`config.mk`:
```
export PLATFORM = sky130hd
export DESIGN_NAME = fsamp_fifo_irq
export DESIGN_NICKNAME = d
export VERILOG_FILES = /design/src/rtl/fsamp_pkg.sv /design/src/rtl/fsamp_store.sv /design/src/rtl/fsamp_flags.sv /design/src/rtl/fsamp_fifo_irq.sv
export SDC_FILE = /design/constraint.sdc
export NUM_CORES = 1
export LEC_CHECK = 0
export BUFFER_PORTS_ARGS = -buffer_cell sky130_fd_sc_hd__buf_4
export CAP_MARGIN = 20
export CORE_MARGIN = 2
export CORE_UTILIZATION = 56
export CTS_BUF_LIST = sky130_fd_sc_hd__clkbuf_4 sky130_fd_sc_hd__clkbuf_8
export CTS_CLUSTER_DIAMETER = 60
export DETAILED_ROUTE_END_ITERATION = 8
export MAX_ROUTING_LAYER = met4
export PLACE_DENSITY_LB_ADDON = 0.3
export SYNTH_ARGS = -nofsm -noshare
export SYNTH_HDL_FRONTEND = slang
export SYNTH_HIERARCHICAL = 1
export SYNTH_SLANG_ARGS = --single-unit
export TNS_END_PERCENT = 1
```
`constraint.sdc`:
```
create_clock -name clk -period 5.3 [get_ports clk]
set_clock_uncertainty 0.1 [all_clocks]
set_input_delay 0 -clock clk [delete_from_list [all_inputs] [get_ports clk]]
set_output_delay 0 -clock clk [all_outputs]
set_load 0.005 [all_outputs]
```
`src/rtl/fsamp_pkg.sv`:
```
package fsamp_pkg;

  // Fill count after one cycle: accepted push adds, successful pop removes.
  function automatic int next_fill(int cur, bit accepted, bit popped);
    return cur + int'(accepted) - int'(popped);
  endfunction

  // Level event: the count moves onto a nonzero programmed level.
  function automatic bit level_hit(int level, int cur, int nxt);
    return (level != 0) && (nxt == level) && (cur != level);
  endfunction

endpackage

```
`src/rtl/fsamp_store.sv`:
```
module fsamp_store #(
  parameter int DATA_W = 16,
  parameter int DEPTH  = 8,
  localparam int CNT_W = $clog2(DEPTH + 1),
  localparam int PTR_W = (DEPTH > 1) ? $clog2(DEPTH) : 1
) (
  input  logic              clk,
  input  logic              rst_n,
  input  logic              push_i,
  input  logic [DATA_W-1:0] data_i,
  input  logic              pop_i,
  output logic [CNT_W-1:0]  fill_o,
  output logic [CNT_W-1:0]  fill_nxt_o,
  output logic [DATA_W-1:0] head_o,
  output logic              drop_o
);
  import fsamp_pkg::*;

  logic [DATA_W-1:0] mem [DEPTH];
  logic [PTR_W-1:0]  wr_ptr, rd_ptr;
  logic [CNT_W-1:0]  fill_q;
  logic [DATA_W-1:0] head_q;

  // Named internal events
  logic full, pop_ok, accept;
  assign full   = (fill_q == CNT_W'(DEPTH));
  assign pop_ok = pop_i && (fill_q != '0);
  assign accept = push_i && (!full || pop_ok);
  assign drop_o = push_i && !accept;

  assign fill_nxt_o = CNT_W'(next_fill(int'(fill_q), accept, pop_ok));

  function automatic logic [PTR_W-1:0] bump(logic [PTR_W-1:0] p);
    return (p == PTR_W'(DEPTH - 1)) ? '0 : p + PTR_W'(1);
  endfunction

  for (genvar g = 0; g < DEPTH; g++) begin : g_slot
    always_ff @(posedge clk) begin
      if (accept && (wr_ptr == PTR_W'(g))) mem[g] <= data_i;
    end
  end

  always_ff @(posedge clk or negedge rst_n) begin
    if (!rst_n) begin
      wr_ptr <= '0;
      rd_ptr <= '0;
      fill_q <= '0;
      head_q <= '0;
    end else begin
      fill_q <= fill_nxt_o;
      if (accept) wr_ptr <= bump(wr_ptr);
      if (pop_ok) begin
        rd_ptr <= bump(rd_ptr);
        head_q <= mem[rd_ptr];
      end
    end
  end

  assign fill_o = fill_q;
  assign head_o = head_q;

  // count bounded by depth
  a_r1_fill_bound: assert property (@(posedge clk) disable iff (!rst_n)
    fill_q <= CNT_W'(DEPTH));
  // empty pop changes nothing visible
  a_r3_empty_pop: assert property (@(posedge clk) disable iff (!rst_n)
    (fill_q == '0 && pop_i && !push_i) |=> (fill_q == '0 && $stable(head_q)));
  // dropped sample leaves count and write position alone
  a_r8_full_drop: assert property (@(posedge clk) disable iff (!rst_n)
    (full && push_i && !pop_i) |=> (fill_q == CNT_W'(DEPTH) && $stable(wr_ptr)));
  // push and pop together on a full store keep it full
  a_r9_full_swap: assert property (@(posedge clk) disable iff (!rst_n)
    (full && push_i && pop_i) |=> (fill_q == CNT_W'(DEPTH)));

endmodule

```
`src/rtl/fsamp_flags.sv`:
```
module fsamp_flags (
  input  logic clk,
  input  logic rst_n,
  input  logic sample_i,
  input  logic lvl_hit_i,
  input  logic drop_i,
  input  logic clr_rdy_i,
  input  logic clr_lvl_i,
  input  logic clr_ovf_i,
  input  logic rdy_ie_i,
  input  logic lvl_ie_i,
  input  logic ovf_ie_i,
  input  logic mod_ie_i,
  input  logic glb_ie_i,
  output logic rdy_o,
  output logic lvl_o,
  output logic ovf_o,
  output logic irq_o
);
  logic [2:0] set_v, clr_v, ie_v, flag_q;

  assign set_v = {drop_i, lvl_hit_i, sample_i};
  assign clr_v = {clr_ovf_i, clr_lvl_i, clr_rdy_i};
  assign ie_v  = {ovf_ie_i, lvl_ie_i, rdy_ie_i};

  for (genvar i = 0; i < 3; i++) begin : g_flag
    always_ff @(posedge clk or negedge rst_n) begin
      if (!rst_n) flag_q[i] <= 1'b0;
      else        flag_q[i] <= set_v[i] | (flag_q[i] & ~clr_v[i]);
    end
  end

  logic any_req;
  assign any_req = |(flag_q & ie_v);
  assign irq_o   = any_req & mod_ie_i & glb_ie_i;

  assign rdy_o = flag_q[0];
  assign lvl_o = flag_q[1];
  assign ovf_o = flag_q[2];

  // a sample always leaves the ready flag set
  a_r5_rdy_set: assert property (@(posedge clk) disable iff (!rst_n)
    sample_i |=> rdy_o);
  // overflow flag holds until cleared
  a_r8_ovf_sticky: assert property (@(posedge clk) disable iff (!rst_n)
    (ovf_o && !clr_ovf_i) |=> ovf_o);
  // a drop sets the overflow flag
  a_r8_ovf_set: assert property (@(posedge clk) disable iff (!rst_n)
    drop_i |=> ovf_o);
  // no request escapes without both outer enables
  a_r10_irq_gate: assert property (@(posedge clk) disable iff (!rst_n)
    !(mod_ie_i && glb_ie_i) |-> !irq_o);

endmodule

```
`src/rtl/fsamp_fifo_irq.sv`:
```
module fsamp_fifo_irq #(
  parameter int DATA_W = 16,
  parameter int DEPTH  = 8,
  localparam int CNT_W = $clog2(DEPTH + 1)
) (
  input  logic              clk,
  input  logic              rst_n,
  input  logic              smp_valid,
  input  logic [DATA_W-1:0] smp_data,
  output logic [DATA_W-1:0] latest_data,
  input  logic              pop,
  output logic [DATA_W-1:0] pop_data,
  output logic [CNT_W-1:0]  fill_cnt,
  input  logic [CNT_W-1:0]  level_cfg,
  input  logic              rdy_ie,
  input  logic              lvl_ie,
  input  logic              ovf_ie,
  input  logic              mod_ie,
  input  logic              glb_ie,
  input  logic              clr_rdy,
  input  logic              clr_lvl,
  input  logic              clr_ovf,
  output logic              rdy_flag,
  output logic              lvl_flag,
  output logic              ovf_flag,
  output logic              irq
);
  import fsamp_pkg::*;

  logic [CNT_W-1:0] fill_nxt;
  logic             drop_evt;
  logic             lvl_hit;
  logic [DATA_W-1:0] latest_q;

  always_ff @(posedge clk or negedge rst_n) begin
    if (!rst_n)         latest_q <= '0;
    else if (smp_valid) latest_q <= smp_data;
  end
  assign latest_data = latest_q;

  fsamp_store #(.DATA_W(DATA_W), .DEPTH(DEPTH)) u_store (
    .clk        (clk),
    .rst_n      (rst_n),
    .push_i     (smp_valid),
    .data_i     (smp_data),
    .pop_i      (pop),
    .fill_o     (fill_cnt),
    .fill_nxt_o (fill_nxt),
    .head_o     (pop_data),
    .drop_o     (drop_evt)
  );

  assign lvl_hit = level_hit(int'(level_cfg), int'(fill_cnt), int'(fill_nxt));

  fsamp_flags u_flags (
    .clk       (clk),
    .rst_n     (rst_n),
    .sample_i  (smp_valid),
    .lvl_hit_i (lvl_hit),
    .drop_i    (drop_evt),
    .clr_rdy_i (clr_rdy),
    .clr_lvl_i (clr_lvl),
    .clr_ovf_i (clr_ovf),
    .rdy_ie_i  (rdy_ie),
    .lvl_ie_i  (lvl_ie),
    .ovf_ie_i  (ovf_ie),
    .mod_ie_i  (mod_ie),
    .glb_ie_i  (glb_ie),
    .rdy_o     (rdy_flag),
    .lvl_o     (lvl_flag),
    .ovf_o     (ovf_flag),
    .irq_o     (irq)
  );

  // latest register follows every sample
  a_r4_latest: assert property (@(posedge clk) disable iff (!rst_n)
    smp_valid |=> (latest_data == $past(smp_data)));
  // a level event leaves the level flag set
  a_r6_lvl_set: assert property (@(posedge clk) disable iff (!rst_n)
    lvl_hit |=> lvl_flag);
  // zero level never raises a clear level flag
  a_r7_lvl_zero: assert property (@(posedge clk) disable iff (!rst_n)
    (level_cfg == '0 && !lvl_flag) |=> !lvl_flag);

endmodule

```
==> flow_metrics.tcl <==
set metrics [dict create \
    maxCapViolCount 0 \
    max_freq_ghz 0.230 \
    fin_setup_tns_ps 0 \
    grt_pass1_vias 4073 \
    r2r_cells 14 \
    io_buffers 71 \
    cts_made_buffers 17 \
    fp.dieH_um 117 \
    met3_usage_pct 4.79 \
    die_w_um 117 \
    initial_core_util_pct 56.9 \
    cts_htree_levels 4 \
    hold_class "in2async" \
    critPathKind "reg2reg" \
    peakVddDrop_uv 240 \
    status "finished, final reports clean" \
    via_per_inst 5.66 \
    clock_latency_ps 450 \
    ys.flop_type "edfxtp_1" \
    nNetsFinal 557 \
    yosys_warnings 6 \
    core_area_um2 12500 \
    post-route-drc-count 0 \
    hpwlAfterDp_mm 8.33 \
    pin_count 72 \
    post-cts-setup-buffers 0 \
    cts_resized 0 \
    grt_max_degree 46 \
    grt_pass1_wl_mm 21.6 \
    drive_gt1_share_pct 32.4 \
    drt-pass1-iter-count 5 \
    placementRows 41 \
    hold_violations 0 \
    root_buffer "clkbuf_8" \
    p_per_area_nw_per_um2 500 \
    ys_seq_area_share_pct 69.7 \
    finalWorstSetupSlack_ps 962 \
    r2r-start "u_store/fill_o[2]$_DFF_PN0_" \
    ant_nets 0 \
    drt-total-wl_mm 14.3 \
    tightest_slew_ps 1060 \
    drtIter0Drc 295 \
    dpl_cell_area_um2 7740 \
    die_area_um2 13600 \
    clk_pin_slew_ps 90 \
    period_share_pct 81.9 \
    synth-seq-cells 173 \
    synth-async-reset-ratio_pct 26.0 \
    crit_fanout 21 \
    synth_nets 460 \
    place.gp.congestion 0.785 \
    setup_viol 0 \
    hold_buffers 24 \
    reg2reg_to "u_flags/lvl_o$_DFF_PN0_" \
    fin_area_um2 8400 \
    regToRegSetupSlack_ps 960 \
    gr-usage-all-layers_pct 22.7 \
    gr-usage-met1_pct 26.5 \
    n_antenna_cell 0 \
    final_common_cell "edfxtp_1" \
    clock-sinks 173 \
    syn_area_per_cell_um2 17.2 \
    fin_util_pct 67.1 \
    finalCriticalPeriod_ps 4340 \
    critPathLaunchType "register" \
    final_cell_mix "edfxtp_1 (128), buf_4 (74), dfrtp_1 (44), mux2_2 (42), mux2i_1 (33)" \
    cp.required_ps 5590 \
    syn_to_final_growth_pct 17.9 \
    grt-ovfl-total 0 \
    antenna_found_initial 0 \
    place_ws_ps 1560 \
    relSlewSlack_pct 29.0 \
    power_leakage_nw 3.26 \
    yosysUniqueCellTypes 42 \
    cts_max_path_buffers 2 \
    syn_area_um2 7130 \
    wl_per_cell_um 20.5 \
    dp.cells 640 \
    cts_tree "yes" \
    rsz0062_at_grt "false" \
    worstPathArrival_ps 4620 \
    groute.layer.met2.usage_pct 38.9 \
    vias 3942 \
    stdcell_count 696 \
    slew_viol_final 0 \
    grt_busiest_layer "met2" \
    synth_edf_count 128 \
    end_kind "register" \
    syn_inst 414 \
]
-- through the flow --
| stage | total power, W | hold slack (ps) |
|---|---|---|
| 2_1_floorplan | 0.00285 | -396 |
| 3_3_place_gp | 0.00319 | -20.6 |
| 3_5_place_dp | 0.00326 | -17.7 |
| 4_1_cts | 0.00422 | 37.2 |
| 5_1_grt | 0.00440 | 72.2 |
| 6_report | 0.00420 | 30.8 |
-- Yosys cell counts, types with 5 or more instances --
master	instances	area (um^2)
a22o_1	16	140
and3_1	7	43.8
buf_2	8	40.0
dfrtp_1	45	1130
edfxtp_1	128	3840
ha_1	13	163
inv_1	10	37.5
mux2_1	10	113
mux2_2	42	473
mux2i_1	33	330
nor2_1	5	18.8
o21ai_0	17	85.1
o22ai_1	16	100
o31ai_2	16	200
xor2_1	5	43.8
-- registers in the layout, indices dropped and copies added, names as in the netlist --
signal	count
u_flags/ovf_o	1
u_store/head_o	16
u_flags/lvl_o	1
u_store/wr_ptr	3
latest_data	16
u_store/rd_ptr	3
u_store/mem	128
u_store/fill_o	4
u_flags/rdy_o	1
-- area by class of cell --
cell class / count / area, um^2
Inverter: 11 / 41.3
Fill cell: 890 / 4120
Sequential cell: 173 / 4970
Multi-Input combinational cell: 210 / 1960
Clock buffer: 21 / 277
Tap cell: 172 / 215
Clock inverter: 11 / 143
Timing Repair Buffer: 98 / 796
-- worst max-delay path, stage by stage (launching register included) --
cell	delay, ps
dfrtp_1	410
inv_1	120
ha_1	190
nor3b_4	670
nand2b_2	710
a21bo_1	200
ha_1	180
a21o_1	130
a21oi_1	70
xor2_1	160
xor2_1	180
a2111oi_2	360
o211a_1	200
a21o_1	70
dlygate4sd3_1	530
-- logic make-up after synthesis --
| kind of cell | synth area share (%) |
|---|---|
| buffers and inverters | 2.81 |
| muxes | 12.9 |
| adders and majority gates | 2.56 |
| and+or+nand+nor | 2.25 |
| AOI/OAI and AO/OA | 8.69 |
| DFF | 69.7 |
| xor gates and xnor gates | 1.11 |
-- power breakdown --
group | switching (W) | internal [W]
logic | 0.000693 | 0.000641
registers | 0.000186 | 0.00174
clock network | 0.000441 | 0.000499
total | 0.00132 | 0.00288
-- metal layers --
layer  wire [um]  vias to the layer above  part of all wire, %
li1            -                     1796                    -
met1        5870                     2004                   41
met2        7560                      127                   53
met3         718                       15                  5.0
met4         143                        0                  1.0
met5           0                        -                    0
-- worst max path at each step --
stage,startpoint,to,slack (ps)
global route,u_store/fill_o[2]$_DFF_PN0_,u_flags/lvl_o$_DFF_PN0_,770
CTS,u_store/fill_o[2]$_DFF_PN0_,u_flags/lvl_o$_DFF_PN0_,1000
global placement,u_store/fill_o[2]$_DFF_PN0_,u_flags/lvl_o$_DFF_PN0_,1680
floorplan,u_store/fill_o[2]$_DFF_PN0_,u_flags/lvl_o$_DFF_PN0_,2380
detailed placement,u_store/fill_o[2]$_DFF_PN0_,u_flags/lvl_o$_DFF_PN0_,1560
finish,u_store/fill_o[2]$_DFF_PN0_,u_flags/lvl_o$_DFF_PN0_,960
(Power assumes the default switching activity.)
